$ cat src/rtl/sw_pkg.sv
// Shared definitions for the section walker: walk states, descriptor kind
// codes and descriptor field positions. Assumes 32-bit descriptors.
package sw_pkg;

    typedef enum logic [1:0] {
        ST_IDLE  = 2'd0,
        ST_ISSUE = 2'd1,
        ST_WAIT  = 2'd2,
        ST_DONE  = 2'd3
    } walk_state_e;

    typedef enum logic [1:0] {
        KIND_FAULT   = 2'b00,
        KIND_COARSE  = 2'b01,
        KIND_SECTION = 2'b10,
        KIND_FINE    = 2'b11
    } desc_kind_e;

    localparam int KIND_LSB    = 0;
    localparam int B_POS       = 2;
    localparam int C_POS       = 3;
    localparam int RSVD_LO_POS = 4;
    localparam int DOM_LSB     = 5;
    localparam int DOM_W       = 4;
    localparam int RSVD_HI_POS = 9;
    localparam int AP_LSB      = 10;
    localparam int AP_W        = 2;

endpackage

$ cat src/rtl/sw_fetch_addr.sv
// Descriptor address generator: keeps the table base above the table size
// and inserts the word index taken from the top of the virtual address.
// Assumes the table is aligned to its own size (entries x 4 bytes).
module sw_fetch_addr #(
    parameter int ADDR_W = 32,
    parameter int IDX_W  = 12
) (
    input  logic [ADDR_W-1:0] tbase_i,
    input  logic [ADDR_W-1:0] vaddr_i,
    output logic [ADDR_W-1:0] fetch_o
);
    localparam int OFF_W   = ADDR_W - IDX_W;
    localparam int TBL_LSB = IDX_W + 2;

    logic unused_tbase_low;

    // Concatenate aligned base, entry index and byte-in-word zeros
    assign fetch_o = {tbase_i[ADDR_W-1:TBL_LSB], vaddr_i[ADDR_W-1:OFF_W], 2'b00};

    // Low base bits and the offset are deliberately not used here
    assign unused_tbase_low = ^{tbase_i[TBL_LSB-1:0], vaddr_i[OFF_W-1:0]};

endmodule

$ cat src/rtl/sw_desc_decode.sv
// Descriptor decoder: classifies one descriptor word by its kind bits and,
// for a section, forms the physical address and extracts the attributes.
// Any fault zeroes every field except its own flag.
module sw_desc_decode
    import sw_pkg::*;
#(
    parameter int ADDR_W = 32,
    parameter int IDX_W  = 12
) (
    input  logic [ADDR_W-1:0]       desc_i,
    input  logic [ADDR_W-IDX_W-1:0] off_i,
    output logic [ADDR_W-1:0]       paddr_o,
    output logic [DOM_W-1:0]        domain_o,
    output logic [AP_W-1:0]         ap_o,
    output logic                    cache_o,
    output logic                    buffer_o,
    output logic                    xlate_fault_o,
    output logic                    unsup_fault_o
);
    localparam int OFF_W = ADDR_W - IDX_W;

    desc_kind_e kind;
    logic       unused_desc_bits;

    // Kind code sits in the two lowest descriptor bits
    assign kind = desc_kind_e'(desc_i[KIND_LSB +: 2]);

    // Bits with no meaning for a section are ignored
    assign unused_desc_bits = ^{desc_i[RSVD_LO_POS], desc_i[RSVD_HI_POS],
                                desc_i[OFF_W-1:AP_LSB+AP_W]};

    // Decode fields per descriptor kind
    always_comb begin
        paddr_o       = '0;
        domain_o      = '0;
        ap_o          = '0;
        cache_o       = 1'b0;
        buffer_o      = 1'b0;
        xlate_fault_o = 1'b0;
        unsup_fault_o = 1'b0;
        unique case (kind)
            KIND_SECTION: begin
                paddr_o  = {desc_i[ADDR_W-1:OFF_W], off_i};
                domain_o = desc_i[DOM_LSB +: DOM_W];
                ap_o     = desc_i[AP_LSB +: AP_W];
                cache_o  = desc_i[C_POS];
                buffer_o = desc_i[B_POS];
            end
            KIND_FAULT: xlate_fault_o = 1'b1;
            default:    unsup_fault_o = 1'b1;
        endcase
    end

endmodule

$ cat src/rtl/sw_walk_fsm.sv
// Walk sequencer: idle -> issue read -> wait data -> present result -> idle.
// Assumes the memory returns exactly one response per accepted read.
module sw_walk_fsm
    import sw_pkg::*;
(
    input  logic clk,
    input  logic rst_n,
    input  logic req_valid_i,
    input  logic mem_rd_ready_i,
    input  logic mem_rsp_valid_i,
    output logic req_ready_o,
    output logic mem_rd_valid_o,
    output logic capture_req_o,
    output logic capture_rsp_o,
    output logic res_valid_o
);
    walk_state_e state_q;
    walk_state_e state_d;

    // State register with synchronous reset
    always_ff @(posedge clk) begin
        if (!rst_n) state_q <= ST_IDLE;
        else        state_q <= state_d;
    end

    // Next-state selection
    always_comb begin
        state_d = state_q;
        unique case (state_q)
            ST_IDLE:  if (req_valid_i)     state_d = ST_ISSUE;
            ST_ISSUE: if (mem_rd_ready_i)  state_d = ST_WAIT;
            ST_WAIT:  if (mem_rsp_valid_i) state_d = ST_DONE;
            ST_DONE:                       state_d = ST_IDLE;
            default:                       state_d = ST_IDLE;
        endcase
    end

    // Handshake and load strobes decoded from state
    assign req_ready_o    = (state_q == ST_IDLE);
    assign mem_rd_valid_o = (state_q == ST_ISSUE);
    assign res_valid_o    = (state_q == ST_DONE);
    assign capture_req_o  = (state_q == ST_IDLE) && req_valid_i;
    assign capture_rsp_o  = (state_q == ST_WAIT) && mem_rsp_valid_i;

endmodule

$ cat src/rtl/sect_walker.sv
// Section translation walker top. Samples base and address on acceptance,
// performs one descriptor read, decodes it and registers the result, which
// holds until the next walk completes. One walk in flight at a time.
module sect_walker
    import sw_pkg::*;
#(
    parameter int ADDR_W = 32,
    parameter int IDX_W  = 12
) (
    input  logic              clk,
    input  logic              rst_n,
    input  logic [ADDR_W-1:0] tbase_i,
    input  logic              req_valid_i,
    output logic              req_ready_o,
    input  logic [ADDR_W-1:0] req_vaddr_i,
    output logic              mem_rd_valid_o,
    input  logic              mem_rd_ready_i,
    output logic [ADDR_W-1:0] mem_rd_addr_o,
    input  logic              mem_rsp_valid_i,
    input  logic [ADDR_W-1:0] mem_rsp_data_i,
    output logic              res_valid_o,
    output logic [ADDR_W-1:0] res_paddr_o,
    output logic [DOM_W-1:0]  res_domain_o,
    output logic [AP_W-1:0]   res_ap_o,
    output logic              res_cache_o,
    output logic              res_buffer_o,
    output logic              res_xlate_fault_o,
    output logic              res_unsup_fault_o
);
    localparam int OFF_W = ADDR_W - IDX_W;

    logic              capture_req;
    logic              capture_rsp;
    logic [ADDR_W-1:0] fetch_d;
    logic [ADDR_W-1:0] fetch_q;
    logic [OFF_W-1:0]  off_q;

    logic [ADDR_W-1:0] dec_paddr;
    logic [DOM_W-1:0]  dec_domain;
    logic [AP_W-1:0]   dec_ap;
    logic              dec_cache;
    logic              dec_buffer;
    logic              dec_xf;
    logic              dec_uf;

    sw_walk_fsm u_fsm (
        .clk            (clk),
        .rst_n          (rst_n),
        .req_valid_i    (req_valid_i),
        .mem_rd_ready_i (mem_rd_ready_i),
        .mem_rsp_valid_i(mem_rsp_valid_i),
        .req_ready_o    (req_ready_o),
        .mem_rd_valid_o (mem_rd_valid_o),
        .capture_req_o  (capture_req),
        .capture_rsp_o  (capture_rsp),
        .res_valid_o    (res_valid_o)
    );

    sw_fetch_addr #(.ADDR_W(ADDR_W), .IDX_W(IDX_W)) u_fetch (
        .tbase_i(tbase_i),
        .vaddr_i(req_vaddr_i),
        .fetch_o(fetch_d)
    );

    sw_desc_decode #(.ADDR_W(ADDR_W), .IDX_W(IDX_W)) u_dec (
        .desc_i       (mem_rsp_data_i),
        .off_i        (off_q),
        .paddr_o      (dec_paddr),
        .domain_o     (dec_domain),
        .ap_o         (dec_ap),
        .cache_o      (dec_cache),
        .buffer_o     (dec_buffer),
        .xlate_fault_o(dec_xf),
        .unsup_fault_o(dec_uf)
    );

    // Capture fetch address and page offset when a request is taken
    always_ff @(posedge clk) begin
        if (!rst_n) begin
            fetch_q <= '0;
            off_q   <= '0;
        end else if (capture_req) begin
            fetch_q <= fetch_d;
            off_q   <= req_vaddr_i[OFF_W-1:0];
        end
    end

    // Register the decoded result when the descriptor arrives
    always_ff @(posedge clk) begin
        if (!rst_n) begin
            res_paddr_o       <= '0;
            res_domain_o      <= '0;
            res_ap_o          <= '0;
            res_cache_o       <= 1'b0;
            res_buffer_o      <= 1'b0;
            res_xlate_fault_o <= 1'b0;
            res_unsup_fault_o <= 1'b0;
        end else if (capture_rsp) begin
            res_paddr_o       <= dec_paddr;
            res_domain_o      <= dec_domain;
            res_ap_o          <= dec_ap;
            res_cache_o       <= dec_cache;
            res_buffer_o      <= dec_buffer;
            res_xlate_fault_o <= dec_xf;
            res_unsup_fault_o <= dec_uf;
        end
    end

    assign mem_rd_addr_o = fetch_q;

endmodule

$ cat config.mk
export PLATFORM = sky130hd
export DESIGN_NAME = sect_walker
export DESIGN_NICKNAME = d
export VERILOG_FILES = /design/src/rtl/sw_pkg.sv /design/src/rtl/sw_fetch_addr.sv /design/src/rtl/sw_desc_decode.sv /design/src/rtl/sw_walk_fsm.sv /design/src/rtl/sect_walker.sv
export SDC_FILE = /design/constraint.sdc
export NUM_CORES = 1
export LEC_CHECK = 0
export BUFFER_PORTS_ARGS = -buffer_cell sky130_fd_sc_hd__buf_2
export CAP_MARGIN = 40
export CORE_MARGIN = 10
export CORE_UTILIZATION = 41
export DETAILED_ROUTE_END_ITERATION = 12
export PLACE_DENSITY = 0.87
export SLEW_MARGIN = 20
export SYNTH_ARGS = -nofsm -noshare
export SYNTH_HDL_FRONTEND = slang
export SYNTH_SLANG_ARGS = --single-unit
$ cat constraint.sdc
create_clock -name clk -period 1.5 [get_ports clk]
set_input_delay 0.3 -clock clk [delete_from_list [all_inputs] [get_ports clk]]
set_output_delay 0.3 -clock clk [all_outputs]
set_load 0.05 [all_outputs]
; ---- Yosys cells after proc, flatten, opt, wreduce, memory -nomap -nowiden
; Cells that the tools add are included.
[totals]
wordCells = 34
ff_bits = 94
[op_classes]
reduce_logical = 6
n_eq_ne = 7
n_mux = 11
[op_table]
columns = op, n
row1 = 32-bit two-way mux, 1
row2 = 2-bit two-way mux, 4
row3 = 2-bit one-hot mux with 4 select lines, 1
row4 = 2-bit == test (second input constant), 3
row5 = 2-bit logical NOT, 2
row6 = 1-bit two-way mux, 4
row7 = 4-bit two-way mux, 1
row8 = 2-bit != test (second input constant), 2
row9 = 3-bit AND reduction, 1
row10 = 2-bit by 1-bit == test with 1-bit output (second input constant), 1
row11 = 1-bit logical AND, 2
row12 = 2-bit by 1-bit != test with 1-bit output (second input constant), 1
row13 = 2-bit OR reduction, 1

; ---- Depth between registers and ports, before layout
[depth]
ltp_word = 3
ltp_mapped = 7
depth_no_buf = 5

; ---- By module
; A second synthesis with hierarchy kept.
[hier_totals]
cells_unflattened = 407
area_unflattened_um2 = 4439.3
[by_module_without_submodules]
columns = module, cells_each, area_per_inst_um2, n_inst
row1 = sect_walker, 303, 3614.7, 1
row2 = sw_desc_decode, 50, 397.9, 1
row3 = sw_fetch_addr, 33, 244.0, 1
row4 = sw_walk_fsm, 21, 182.7, 1

; ---- Worst setup path before layout
; OpenSTA, ideal clock, no wires.
[synth_timing]
kind = reg2reg
startpoint = register u_fsm.state_q[0]
endpoint = register off_q[0]
synth_period_minus_slack_ns = 1.659
arrival_ns = 1.589
n_path_buf = 2
required_ns = 1.430
stages_incl_launch_ff = 8
setup_slack_ns = -0.159
path_cell_list = dfxtp_1 inv_1 ha_1 and2_1 clkbuf_1 buf_2 nand2_1 a21boi_1
[synth_between]
elab_chain_len = 2
[synth_rtl]
columns = item, line_no
row1 = start: declaration, sw_walk_fsm.sv:17  ; walk_state_e state_q;
row2 = start signal: assignment, sw_walk_fsm.sv:23  ; else state_q <= state_d;
row3 = 2-bit logical NOT, --
row4 = via req_ready_o, sect_walker.sv:14  ; output logic req_ready_o,
row5 = 1-bit logical AND, sw_walk_fsm.sv:42  ; assign capture_req_o = (state_q == ST_IDLE) && req_valid_i;
row6 = end signal: assignment, sect_walker.sv:84  ; off_q <= req_vaddr_i[OFF_W-1:0];
row7 = end: declaration, sect_walker.sv:36  ; logic [OFF_W-1:0] off_q;
; The timed path passes the listed nets, and every way through them passes these cells.
; A chain may end at the register's enable or synchronous reset.

; ---- Worst setup path in the final report
[layout_timing]
startpoint = register u_fsm.state_q[0]
endpoint = output mem_rd_valid_o
[layout_between]
elab_chain_len = 1
[layout_rtl]
columns = item, line_no
row1 = 2-bit by 1-bit == test with 1-bit output, sw_walk_fsm.sv:40  ; assign mem_rd_valid_o = (state_q == ST_ISSUE);
row2 = end: declaration, sect_walker.sv:16  ; output logic mem_rd_valid_o,
; No other way between the ends.

==> qor.txt <==
outcome: complete, no violations
post-synth top area cell: dfxtp_1
Max Cap Viol: 0
Via-to-Cell Ratio: 4.83
routed wire length per instance: 15.1 um
IO Pins: 178
post-route ant nets: 0
die width: 113 um
Root Buffer: clkbuf_8
initial antenna violation count: 0
commonest non-fill, non-tap cell in the layout: buf_2
Slew Limit Fails: 0
period utilization: 98.3%
fraction of registers with async set/reset: 0%
worst r2r path cells: 5
worst min-delay path endpoint: off_q[13]
Worst EP arrival: 1.17 ns
worst reg2reg startpoint: u_fsm.state_q[0]
Reg clk slew, reported paths: 0.09 ns
Final setup viols: 0
Startpoint Class: flip-flop
critical path peak fanout: 3
Remaining DRCs: 0
Hold Crit Class: primary input to flip-flop
First DRT Iteration DRCs: 241
worst IR drop on VDD: 1.03 mV
hold path depth: 3
clock skew: 0.00984 ns
synthesis-stage register bit count: 94
most frequent cells in the layout: buf_2, nand2_1, dfxtp_1
Final GP Congestion: 0.740
H-tree levels: 3
area delta synth->final: 34.4%
end of the worst register-to-register path: u_fsm.state_q[0]
drt pass-1 iters: 4
vias in the first global route: 3185
hold path startpoint: req_vaddr_i[13]
post-synthesis cell type count: 21
worst skew pair latency: 0.35 ns
row count: 33
gr usage total: 14.7%
RSZ-0062 raised after global routing: yes
Mapped Area: 0.00351 mm^2
yosys synthesis warning count: 0
top cells by area, synth: dfxtp_1, nand2_1, a21boi_1
Worst Setup End Kind: output pin
Main synth FF type: dfxtp_1
largest net degree at the start of global routing: 64
worst setup path start: u_fsm.state_q[0]
die area: 0.0127 mm^2
Synth top area share: 53.6%
nets: 632
n_diodes: 0
Die Y-Extent: 113 um
CTS Buf Count: 9
Filler cells: 784
static leakage: 2.11 nW
reg2reg setup slack: 0.04 ns
critical path class: flip-flop to output pin
CORE AREA: 0.00826 mm^2
fmax: 678 MHz
minimum clock period: 1.47 ns
DP HPWL: 7100 um
clock buffer depth: 2
CTS sink cnt: 94
post-synthesis sequential area ratio: 53.6%
final wirelength: 9630 um
IO Port Bufs: 151
initial core utilization: 42.5%
Post-synth EDFFs: 0
CP Data Required Time: 1.20 ns
first-pass GRT wire length: 15500 um
share of cells above drive strength 1: 35.4%
total gr overflow: 0
Hold Vio Cnt, Final: 0
CTS tree: built
Avg Cell Area, Syn: 9.15 um^2
synthesized netlist cell count: 384
total chip power: 7.38 mW
Finished Core Util: 57.2%
cts hold-fix bufs: 0
Vias: 3072
Post-CTS Repair Setup Buffers: 0
Power Density: 1560 mW/mm^2
-- timing repair --
action / in CTS / in global routing
endpoints found under the hold margin: 0 / 0
setup endpoints to repair: 33 / 45
resized for setup: 10 / 4
-- worst max-delay path, stage by stage (launching register included) --
cell	delay [ns]
dfxtp_2	0.35
buf_4	0.12
ha_2	0.19
buf_6	0.16
-- final cells by class --
class / count / area [um^2] / area share [%]
inverters: 5 / 18.8 / 0.398
multi-input cells: 254 / 1510 / 32.0
clock inverters: 6 / 118 / 2.49
well taps: 105 / 131 / 2.78
flip-flops and latches: 94 / 1880 / 39.9
clock buffers: 10 / 128 / 2.70
repair buffers: 162 / 932 / 19.7
-- power by group --
group | total [mW] | leakage, nW | internal [mW] | switching [mW]
registers | 2.94 | 0.766 | 2.79 | 0.153
logic | 2.42 | 1.23 | 0.789 | 1.63
clock network | 2.02 | 0.119 | 1.13 | 0.896
total | 7.38 | 2.11 | 4.70 | 2.67
-- flip-flops by register name (all words and copies together) (netlist names) --
register           count
res_buffer_o           1
res_unsup_fault_o      1
off_q                 20
res_xlate_fault_o      1
mem_rd_addr_o         30
res_ap_o               2
u_fsm.state_q          2
res_domain_o           4
res_cache_o            1
res_paddr_o           32
-- worst max path at each step --
| stage | end | slack (ns) | depth (start not counted) |
|---|---|---|---|
| 6_report | mem_rd_valid_o | 0.03 | 3 |
| 5_1_grt | u_fsm.state_q[1] | -0.03 | 5 |
| 4_1_cts | res_paddr_o[26] | -0.03 | 6 |
| 3_5_place_dp | res_paddr_o[26] | -0.03 | 6 |
| 3_3_place_gp | res_paddr_o[29] | 0.07 | 6 |
| 2_1_floorplan | off_q[0] | 0.005 | 7 |
-- synthesized netlist by cell type, types with 2 or more instances --
| cell type | count |
|---|---|
| nand2_1 | 107 |
| dfxtp_1 | 94 |
| a21boi_1 | 52 |
| a22oi_1 | 40 |
| nor2b_1 | 40 |
| clkbuf_1 | 17 |
| buf_2 | 11 |
| ha_1 | 5 |
| inv_1 | 3 |
| buf_1 | 2 |
| buf_4 | 2 |
| mux2i_1 | 2 |
-- per-stage QoR --
step	TNS, ns	instances	setup WS, ns	hold slack (ns)	area (um^2)
2_1_floorplan	0	385	0.00458	0.435	3520
3_3_place_gp	0	620	0.0736	0.438	4430
3_5_place_dp	-0.154	620	-0.0285	0.441	4430
4_1_cts	-0.191	636	-0.0258	0.150	4710
5_1_grt	-0.0675	636	-0.0285	0.144	4720
6_report	0	636	0.0252	0.173	4720
-- cell families (layout without fill, tap and decap cells) --
logic type	Yosys count	count (layout)	share of synthesized area, %
AO/OA/AOI/OAI	94	94	20.1
other	1	2	0.107
multiplexers	2	2	0.570
buffers and inverters	37	183	4.56
flip-flops	94	94	53.6
AND/OR/NAND/NOR	151	151	19.3
adder cells (fa/ha/maj)	5	5	1.78
-- layer usage --
layer	GRT usage, %	wire length (um)	share of wire (%)
met5	0	0	0
met4	4.23	55	0.57
met3	7.88	1070	11
met2	23.8	4550	47
met1	16.4	3960	41
Power figures use the tool's default switching activity.
